File: config.mk
export PLATFORM = sky130hd
export DESIGN_NAME = lcd_cmd_engine
export DESIGN_NICKNAME = d
export VERILOG_FILES = /design/src/rtl/lcd_cmd_pkg.sv /design/src/rtl/lcd_busy_timer.sv /design/src/rtl/lcd_char_store.sv /design/src/rtl/lcd_cmd_engine.sv
export SDC_FILE = /design/constraint.sdc
export NUM_CORES = 2
export LEC_CHECK = 0
export BUFFER_PORTS_ARGS = -buffer_cell sky130_fd_sc_hd__buf_2
export CELL_PAD_IN_SITES_DETAIL_PLACEMENT = 1
export CELL_PAD_IN_SITES_GLOBAL_PLACEMENT = 1
export CORE_ASPECT_RATIO = 0.8
export CORE_MARGIN = 5
export CORE_UTILIZATION = 60
export CTS_BUF_LIST = sky130_fd_sc_hd__clkbuf_8
export DETAILED_ROUTE_END_ITERATION = 6
export PLACE_DENSITY = 0.89
export SLEW_MARGIN = 20
export SYNTH_ARGS = -nofsm -noshare
export SYNTH_HDL_FRONTEND = slang
export SYNTH_SLANG_ARGS = --single-unit
export TNS_END_PERCENT = 50
File: constraint.sdc
create_clock -name clk -period 9.16 [get_ports clk]
set_input_delay 1.832 -clock clk [delete_from_list [all_inputs] [get_ports clk]]
set_output_delay 1.832 -clock clk [all_outputs]
set_load 0.01 [all_outputs]
File: src/rtl/lcd_cmd_pkg.sv
package lcd_cmd_pkg;

  localparam int LINE_LEN = 40;
  localparam logic [6:0] LINE1_END = 7'h27;
  localparam logic [6:0] LINE2_BASE = 7'h40;
  localparam logic [6:0] LINE2_END = 7'h67;

  typedef enum logic [3:0] {
    OP_NONE, OP_CLEAR, OP_HOME, OP_ENTRY, OP_DISP,
    OP_SHIFT, OP_FUNC, OP_CGADR, OP_DDADR
  } op_e;

  function automatic op_e decode_op(input logic [7:0] b);
    op_e r;
    casez (b)
      8'b1???????: r = OP_DDADR;
      8'b01??????: r = OP_CGADR;
      8'b001?????: r = OP_FUNC;
      8'b0001????: r = OP_SHIFT;
      8'b00001???: r = OP_DISP;
      8'b000001??: r = OP_ENTRY;
      8'b0000001?: r = OP_HOME;
      8'b00000001: r = OP_CLEAR;
      default:     r = OP_NONE;
    endcase
    return r;
  endfunction

  function automatic logic dd_ok(input logic [6:0] a);
    return (a <= LINE1_END) || (a >= LINE2_BASE && a <= LINE2_END);
  endfunction

  function automatic logic [6:0] dd_index(input logic [6:0] a);
    return (a < LINE2_BASE) ? a : (a - LINE2_BASE + 7'(LINE_LEN));
  endfunction

  function automatic logic [6:0] dd_step(input logic [6:0] a, input logic up);
    logic [6:0] r;
    if (up) begin
      if (a >= LINE2_END)                          r = 7'h00;
      else if (a >= LINE1_END && a < LINE2_BASE)   r = LINE2_BASE;
      else                                         r = a + 7'd1;
    end else begin
      if (a == 7'h00 || a > LINE2_END)             r = LINE2_END;
      else if (a > LINE1_END && a <= LINE2_BASE)   r = LINE1_END;
      else                                         r = a - 7'd1;
    end
    return r;
  endfunction

  function automatic logic [5:0] ofs_step(input logic [5:0] o, input logic left);
    logic [5:0] r;
    if (left) r = (o >= 6'(LINE_LEN - 1)) ? 6'd0 : o + 6'd1;
    else      r = (o == 6'd0) ? 6'(LINE_LEN - 1) : o - 6'd1;
    return r;
  endfunction

endpackage

File: src/rtl/lcd_busy_timer.sv
module lcd_busy_timer #(
  parameter int CW = 11
) (
  input  logic          clk,
  input  logic          rst_n,
  input  logic          start,
  input  logic [CW-1:0] load,
  output logic          busy
);
  logic [CW-1:0] cnt;

  always_ff @(posedge clk) begin
    if (!rst_n)          cnt <= '0;
    else if (start)      cnt <= load;
    else if (cnt != '0)  cnt <= cnt - 1'b1;
  end

  assign busy = (cnt != '0);

  AST_START_RAISES_BUSY: assert property (@(posedge clk) disable iff (!rst_n)
    start && (load != '0) |=> busy);

  AST_IDLE_STAYS_IDLE: assert property (@(posedge clk) disable iff (!rst_n)
    !busy && !start |=> !busy);
endmodule

File: src/rtl/lcd_char_store.sv
module lcd_char_store
  import lcd_cmd_pkg::*;
#(
  parameter int CG_DEPTH = 64
) (
  input  logic       clk,
  input  logic       rst_n,
  input  logic       clr,
  input  logic       we,
  input  logic       cg_sel,
  input  logic [6:0] addr,
  input  logic [7:0] wdata,
  output logic [7:0] rdata
);
  localparam int DD_DEPTH = 2 * LINE_LEN;
  localparam int CGW = $clog2(CG_DEPTH);

  logic [7:0] dd_mem [DD_DEPTH];
  logic [7:0] cg_mem [CG_DEPTH];

  logic [6:0]     dd_idx;
  logic           dd_hit;
  logic [CGW-1:0] cg_idx;

  assign dd_idx = dd_index(addr);
  assign dd_hit = dd_ok(addr);
  assign cg_idx = addr[CGW-1:0];

  always_ff @(posedge clk) begin
    if (!rst_n) begin
      for (int i = 0; i < DD_DEPTH; i++) dd_mem[i] <= 8'h20;
      for (int i = 0; i < CG_DEPTH; i++) cg_mem[i] <= 8'h00;
    end else if (clr) begin
      for (int i = 0; i < DD_DEPTH; i++) dd_mem[i] <= 8'h20;
    end else if (we) begin
      if (cg_sel)      cg_mem[cg_idx] <= wdata;
      else if (dd_hit) dd_mem[dd_idx] <= wdata;
    end
  end

  always_comb begin
    if (cg_sel)      rdata = cg_mem[cg_idx];
    else if (dd_hit) rdata = dd_mem[dd_idx];
    else             rdata = 8'h00;
  end
endmodule

File: src/rtl/lcd_cmd_engine.sv
module lcd_cmd_engine
  import lcd_cmd_pkg::*;
#(
  parameter int CLKS_PER_US = 1,
  parameter int SHORT_US    = 40,
  parameter int LONG_US     = 1640
) (
  input  logic       clk,
  input  logic       rst_n,
  input  logic       wr_en,
  input  logic       rd_en,
  input  logic       sel_data,
  input  logic [7:0] wr_byte,
  output logic [7:0] rd_byte,
  output logic       rd_valid,
  output logic       busy,
  output logic [2:0] disp_ctrl,
  output logic [2:0] func_cfg,
  output logic [5:0] shift_ofs
);
  localparam int SHORT_CYC = SHORT_US * CLKS_PER_US;
  localparam int LONG_CYC  = LONG_US * CLKS_PER_US;
  localparam int TW        = $clog2(LONG_CYC + 1);

  // named events
  logic inst_wr, data_wr, data_rd, stat_rd, cmd_go, step_evt, long_cmd;
  op_e  op;

  logic [6:0] ac;
  logic       tgt_cg;
  logic       inc_dir, auto_shift;
  logic [7:0] store_rd;
  logic [TW-1:0] busy_load;

  assign op       = decode_op(wr_byte);
  assign inst_wr  = wr_en && !busy && !sel_data;
  assign data_wr  = wr_en && !busy && sel_data;
  assign data_rd  = rd_en && !wr_en && sel_data && !busy;
  assign stat_rd  = rd_en && !wr_en && !sel_data;
  assign cmd_go   = inst_wr && (op != OP_NONE);
  assign step_evt = data_wr || data_rd;
  assign long_cmd = (op == OP_CLEAR) || (op == OP_HOME);
  assign busy_load = (cmd_go && long_cmd) ? TW'(LONG_CYC) : TW'(SHORT_CYC);

  function automatic logic [6:0] ac_step(input logic [6:0] a, input logic cg,
                                         input logic up);
    logic [6:0] r;
    if (cg) r = {1'b0, up ? a[5:0] + 6'd1 : a[5:0] - 6'd1};
    else    r = dd_step(a, up);
    return r;
  endfunction

  lcd_busy_timer #(.CW(TW)) u_timer (
    .clk   (clk),
    .rst_n (rst_n),
    .start (cmd_go || step_evt),
    .load  (busy_load),
    .busy  (busy)
  );

  lcd_char_store #(.CG_DEPTH(64)) u_store (
    .clk    (clk),
    .rst_n  (rst_n),
    .clr    (cmd_go && (op == OP_CLEAR)),
    .we     (data_wr),
    .cg_sel (tgt_cg),
    .addr   (ac),
    .wdata  (wr_byte),
    .rdata  (store_rd)
  );

  always_ff @(posedge clk) begin
    if (!rst_n) begin
      ac         <= 7'h00;
      tgt_cg     <= 1'b0;
      inc_dir    <= 1'b1;
      auto_shift <= 1'b0;
      disp_ctrl  <= 3'b000;
      func_cfg   <= 3'b000;
      shift_ofs  <= 6'd0;
    end else if (cmd_go) begin
      case (op)
        OP_CLEAR, OP_HOME: begin
          ac        <= 7'h00;
          shift_ofs <= 6'd0;
          if (op == OP_CLEAR) tgt_cg <= 1'b0;
        end
        OP_ENTRY: begin
          inc_dir    <= wr_byte[1];
          auto_shift <= wr_byte[0];
        end
        OP_DISP: disp_ctrl <= wr_byte[2:0];
        OP_SHIFT: begin
          if (wr_byte[3]) shift_ofs <= ofs_step(shift_ofs, !wr_byte[2]);
          else            ac <= ac_step(ac, tgt_cg, wr_byte[2]);
        end
        OP_FUNC: func_cfg <= wr_byte[4:2];
        OP_CGADR: begin
          ac     <= {1'b0, wr_byte[5:0]};
          tgt_cg <= 1'b1;
        end
        OP_DDADR: begin
          ac     <= wr_byte[6:0];
          tgt_cg <= 1'b0;
        end
        default: ;
      endcase
    end else if (step_evt) begin
      ac <= ac_step(ac, tgt_cg, inc_dir);
      if (auto_shift) shift_ofs <= ofs_step(shift_ofs, inc_dir);
    end
  end

  always_ff @(posedge clk) begin
    if (!rst_n) begin
      rd_valid <= 1'b0;
      rd_byte  <= 8'h00;
    end else begin
      rd_valid <= data_rd || stat_rd;
      if (stat_rd)      rd_byte <= {busy, ac};
      else if (data_rd) rd_byte <= store_rd;
    end
  end

  AST_ACCEPT_SETS_BUSY: assert property (@(posedge clk) disable iff (!rst_n)
    (cmd_go || step_evt) |=> busy);

  AST_STATUS_NO_BUSY: assert property (@(posedge clk) disable iff (!rst_n)
    stat_rd && !busy |=> !busy);

  AST_HOME_ZEROES: assert property (@(posedge clk) disable iff (!rst_n)
    cmd_go && long_cmd |=> (ac == 7'h00) && (shift_ofs == 6'd0));

  AST_NO_GAP_STEP: assert property (@(posedge clk) disable iff (!rst_n)
    step_evt && !tgt_cg |=> dd_ok(ac));

  AST_OFS_RANGE: assert property (@(posedge clk) disable iff (!rst_n)
    shift_ofs < 6'(LINE_LEN));

  AST_BUSY_IGNORES: assert property (@(posedge clk) disable iff (!rst_n)
    busy && wr_en |=> $stable(disp_ctrl) && $stable(func_cfg));

  AST_RD_VALID_FOLLOWS: assert property (@(posedge clk) disable iff (!rst_n)
    (data_rd || stat_rd) |=> rd_valid);

  AST_RD_VALID_ONLY: assert property (@(posedge clk) disable iff (!rst_n)
    !(data_rd || stat_rd) |=> !rd_valid);
endmodule

; ---- Yosys cells after proc, flatten, opt, wreduce, memory -nomap -nowiden
; Memory sizes are Yosys's and may differ from the RTL's. A register that Yosys moved wholly into a read port is not among the register bits.
; Index checks and enable logic that the tools add are counted.
; Widths: inputs -> output; s select.
[word_totals]
reg_bits = 42
mem_bits_rw = 1152
inputBits = 13
out_inout_bits = 22
word_cells = 308
mem_count = 2
[op_classes]
addsub = 9
order_cmp = 10
n_eq_ne = 20
muxes = 137
bitwise_logic = 80
reduce_logical = 40
[mem_list]
columns = memory, depth, width, rd, rd_clocked_by_memory_dff, write_ports, line
row1 = u_store.dd_mem, 80, 8, 1, 0, 80, lcd_char_store.sv:18  ; logic [7:0] dd_mem [DD_DEPTH];
row2 = u_store.cg_mem, 64, 8, 1, 1, 64, lcd_char_store.sv:19  ; logic [7:0] cg_mem [CG_DEPTH];
[ops]
columns = operator, n
row1 = $mux 8, 86
row2 = $mux 7, 13
row3 = $or 1x1->1, 80
row4 = $mux 6, 13
row5 = $mux 11, 3
row6 = $pmux 4 s8, 1
row7 = $pmux 7 s4, 1
row8 = $mux 1, 18
row9 = $eq 4x3->1 const B, 4
row10 = $reduce_or 8->1, 2
row11 = $ge 7x7->1 const B, 2
row12 = $le 7x7->1 const B, 2
row13 = $logic_and 1x1->1, 13
row14 = $add 6x1->6 const B, 2
row15 = $pmux 6 s2, 1
row16 = $sub 6x1->6 const B, 2
row17 = $reduce_bool 11->1, 1
row18 = $sub 11x1->11 const B, 1
row19 = $eq 4x1->1 const B, 2
row20 = $eq 4x2->1 const B, 2
row21 = $eq 8x1->1 const B, 1
row22 = $reduce_bool 2->1, 4
row23 = $add 7x1->7 const B, 1
row24 = $add 7x6->7 const B, 1
row25 = 29 further kinds, 40

; ---- Logic depth before layout (Yosys ltp)
[depth]
ltp_word = 11
depth_mapped = 13
mapped_depth_nobuf = 10

; ---- Hierarchy
; Synthesis repeated with hierarchy kept, for this count alone.
[unflattened]
cells_unflattened = 5115
hier_area_um2 = 70097.2
[modules_own_cells]
columns = module, instances, cells_per_inst, area_per_inst_um2, seq_area_each_um2
row1 = lcd_char_store, 1, 4719, 66989.2, 46124.2
row2 = lcd_cmd_engine, 1, 324, 2487.4, 620.6
row3 = lcd_busy_timer, 1, 72, 620.6, 220.2

; ---- Worst setup path after synthesis
; Ideal clock, no wire load.
[synth_timing]
kind = input to register
start = in wr_byte[3]
end = mem u_store.dd_mem[50][0] (enable)
arrival_ps = 4074
required_ps = 8803
slack_ps = 4729
stages = 9
n_path_buf = 4
path_cell_list = buf_2 > or4_4 > or3_1 > clkbuf_1 > and2_1 > buf_6 > a31oi_4 > clkbuf_1 > o21ai_0
[synth_rtl]
columns = item, line
row1 = start: declaration, lcd_cmd_engine.sv:13  ; input logic [7:0] wr_byte,
row2 = end: declaration, lcd_char_store.sv:18

==> qor.csv <==
metric,value,unit
status,"complete, but fails checks",
failing checks,DRC,
GR Overflow Total,0,
I/O pin total,35,
Required @ worst endpoint,9740,ps
unrepaired setup endpoints after global routing,false,
largest net degree at the start of global routing,107,
hold buffer count at cts,0,
Clock transition at path regs,80,ps
IO Port Bufs,34,
DIE HEIGHT,318,µm
"Hold Vio Cnt, Final",0,
CTS Buffer Depth,3,
DIE WIDTH,396,µm
synthesis-stage register bit count,1584,
final cell count without fillers,6813,
first-pass GRT wire length,383000,µm
Worst setup EP type,register,
Syn Nets,5114,
YS warnings,0,
most frequent cells in the layout,"edfxtp_1 (1536), and2_1 (733), nor3_1 (368), nor2_1 (286), clkbuf_8 (256)",
DR vias,52200,
CTS sink cnt,1584,
post-route setup TNS,0,ps
vias in the first global route,52700,
P_leak,25.6,nW
post-CTS sizing,0,
"most common cell after layout, fill and taps aside",edfxtp_1,
cts bufs inserted,233,
post-synth cell types,86,
pwr/cell area,250,nW/µm²
MaxCap Viol Count,0,
FMAX,0.172,GHz
HPWL after DPL,150000,µm
RePlAce Congestion,0.921,
Max IR drop VDD,237,µV
number of detailed-route iterations in the first pass,7,
asr flop ratio synth,0,%
WL/cell,38.8,µm
Worst-Margin Slew,1300,ps
Final ANT Viol Nets,0,
cell taking the most area after synthesis,edfxtp_1,
Post-CTS Setup Repair Bufs,0,
worst clock skew,94.2,ps
DR iter-0 viols,9840,
Layout area overhead,8.98,%
DRC violations left,9,
root buf cell,clkbuf_8,
arrival time at the worst endpoint,6400,ps
Core ar.,118000,µm²
die area,126000,µm²
GRT Total Usage,41.6,%
Slew Limit Fails,0,
Post-Syn Area,71400,µm²
TritonCTS clock tree,built,
layout cells sized above 1,17.0,%
crit path time final,5820,ps
Final Cycle Share,63.5,%
# setup viols final,0,
FP Rows,113,
startpoint type of the worst setup path,register,
clk_lat worst skew,1010,ps
placed cells,6368,
prevailing post-synth register cell,edfxtp_1,
Initial Util,60.2,%
top post-synthesis cells by area,"edfxtp_1 (65%), and2_1 (6.4%), mux4_2 (6.4%)",
max_slew headroom,13.6,%
"Critical Path, Cell by Cell",inv_1 -> ha_1 -> nand4_1 -> a21oi_1 -> a21oi_2 -> and4_1 -> nand2_2 -> buf_4 -> o21ai_0,
H-tree lvl count,4,
Worst Path Max Fanout,37,
crit path buf inv count,2,
Synth Instances,5091,
nets@finish,5077,
Yosys top cell area share,64.6,%
kind of critical path,register to register,
Vias per Instance,7.67,
share of the yosys chip area belonging to registers,66.0,%
initial antenna violation count,18,
Worst path top cell family by delay,simple AND/OR/NAND/NOR gates,
Worst Hold Class,register to register,
Avg Inst Size Synth,14.0,µm²
"slowest stage delay, CP",950,ps
slowest stage cell on the critical path,o21ai_0,
number of flops mapped to enable cells by yosys,1536,
Post-Route WL,264000,µm
-- per-stage QoR --
| step | util, % | hold WS [ps] | setup WS, ps | power (W) | instance area (µm²) |
|---|---|---|---|---|---|
| after CTS | 65.6 | 519 | 3580 | 0.0190 | 77700 |
| after global placement | 61.6 | 470 | 3170 | 0.0127 | 72900 |
| after floorplan | - | 432 | 4730 | 0.0111 | 71400 |
| final | 65.6 | 534 | 3340 | 0.0195 | 77800 |
| after detailed placement | 61.6 | 497 | 2950 | 0.0129 | 72900 |
| after global routing | 65.6 | 553 | 3360 | 0.0198 | 77700 |
-- cell families after synthesis --
group / Yosys count / share of synthesized area (%)
mux: 438 / 9.86
simple gates: 1738 / 13.0
flops: 1584 / 66.0
buf+inv: 510 / 2.98
fa+ha+maj: 10 / 0.175
compound gates: 787 / 7.75
xor+xnor: 24 / 0.295
-- cell usage after synthesis, drive strengths merged (55+ instances only) --
cell,count
a221oi,59
mux2i,143
a22oi,106
a21oi,88
nor3,370
edfxtp,1536
nand2,212
clkbuf,335
nor2,290
mux2,92
a221o,55
buf,152
and2,734
mux4,203
o21ai,217
-- final cells by class --
class | count | area (µm²)
timing repair buffer | 215 | 1590
clock inverter | 172 | 1230
fill | 10800 | 40700
inverter | 23 | 104
tap | 1552 | 1940
multi-input combinational | 2997 | 22200
sequential | 1584 | 47100
clock buffer | 256 | 3520
antenna | 14 | 35.0
-- per-layer routing --
| metal | part of all wire (%) | GRT usage, % | vias to the layer above |
|---|---|---|---|
| met2 | 44 | 61.6 | 5640 |
| met1 | 33 | 53.8 | 25700 |
| met5 | 0.085 | 0.570 | - |
| li1 | - | - | 19400 |
| met3 | 16 | 15.7 | 1510 |
| met4 | 7.0 | 21.9 | 14 |
-- registers in the layout, summed over array words and instances, names as in the netlist, named ones only --
signal          count
inc_dir             1
func_cfg            3
ac                  7
u_store.dd_mem   1024
shift_ofs           6
tgt_cg              1
u_store.cg_mem    512
disp_ctrl           3
rd_byte             8
auto_shift          1
rd_valid            1
u_timer.cnt        11
-- worst paths after layout --
path	startpoint	to	slack [ps]	depth (start not counted)
worst max-delay path	ac[4]	u_store.dd_mem[0][3]	3340	9
worst min register to register	u_timer.cnt[9]	u_timer.cnt[9]	530	2
worst min-delay path	u_timer.cnt[9]	u_timer.cnt[9]	530	2
worst max register to register	ac[4]	u_store.dd_mem[0][3]	3340	9
-- tightest hold or removal path, delay by kind of cell, from the launching register on --
kind            cells  cell delay, ps
flops               1             360
buf+inv             1              80
compound gates      1              50
-- where the power goes --
| group | internal, W | switching [W] | total [W] |
|---|---|---|---|
| sequential | 0.00813 | 0.000256 | 0.00839 |
| clock | 0.00308 | 0.00307 | 0.00615 |
| combinational | 0.00151 | 0.00343 | 0.00494 |
| total | 0.0127 | 0.00675 | 0.0195 |
No activity file was read; power rests on OpenSTA's default activity.
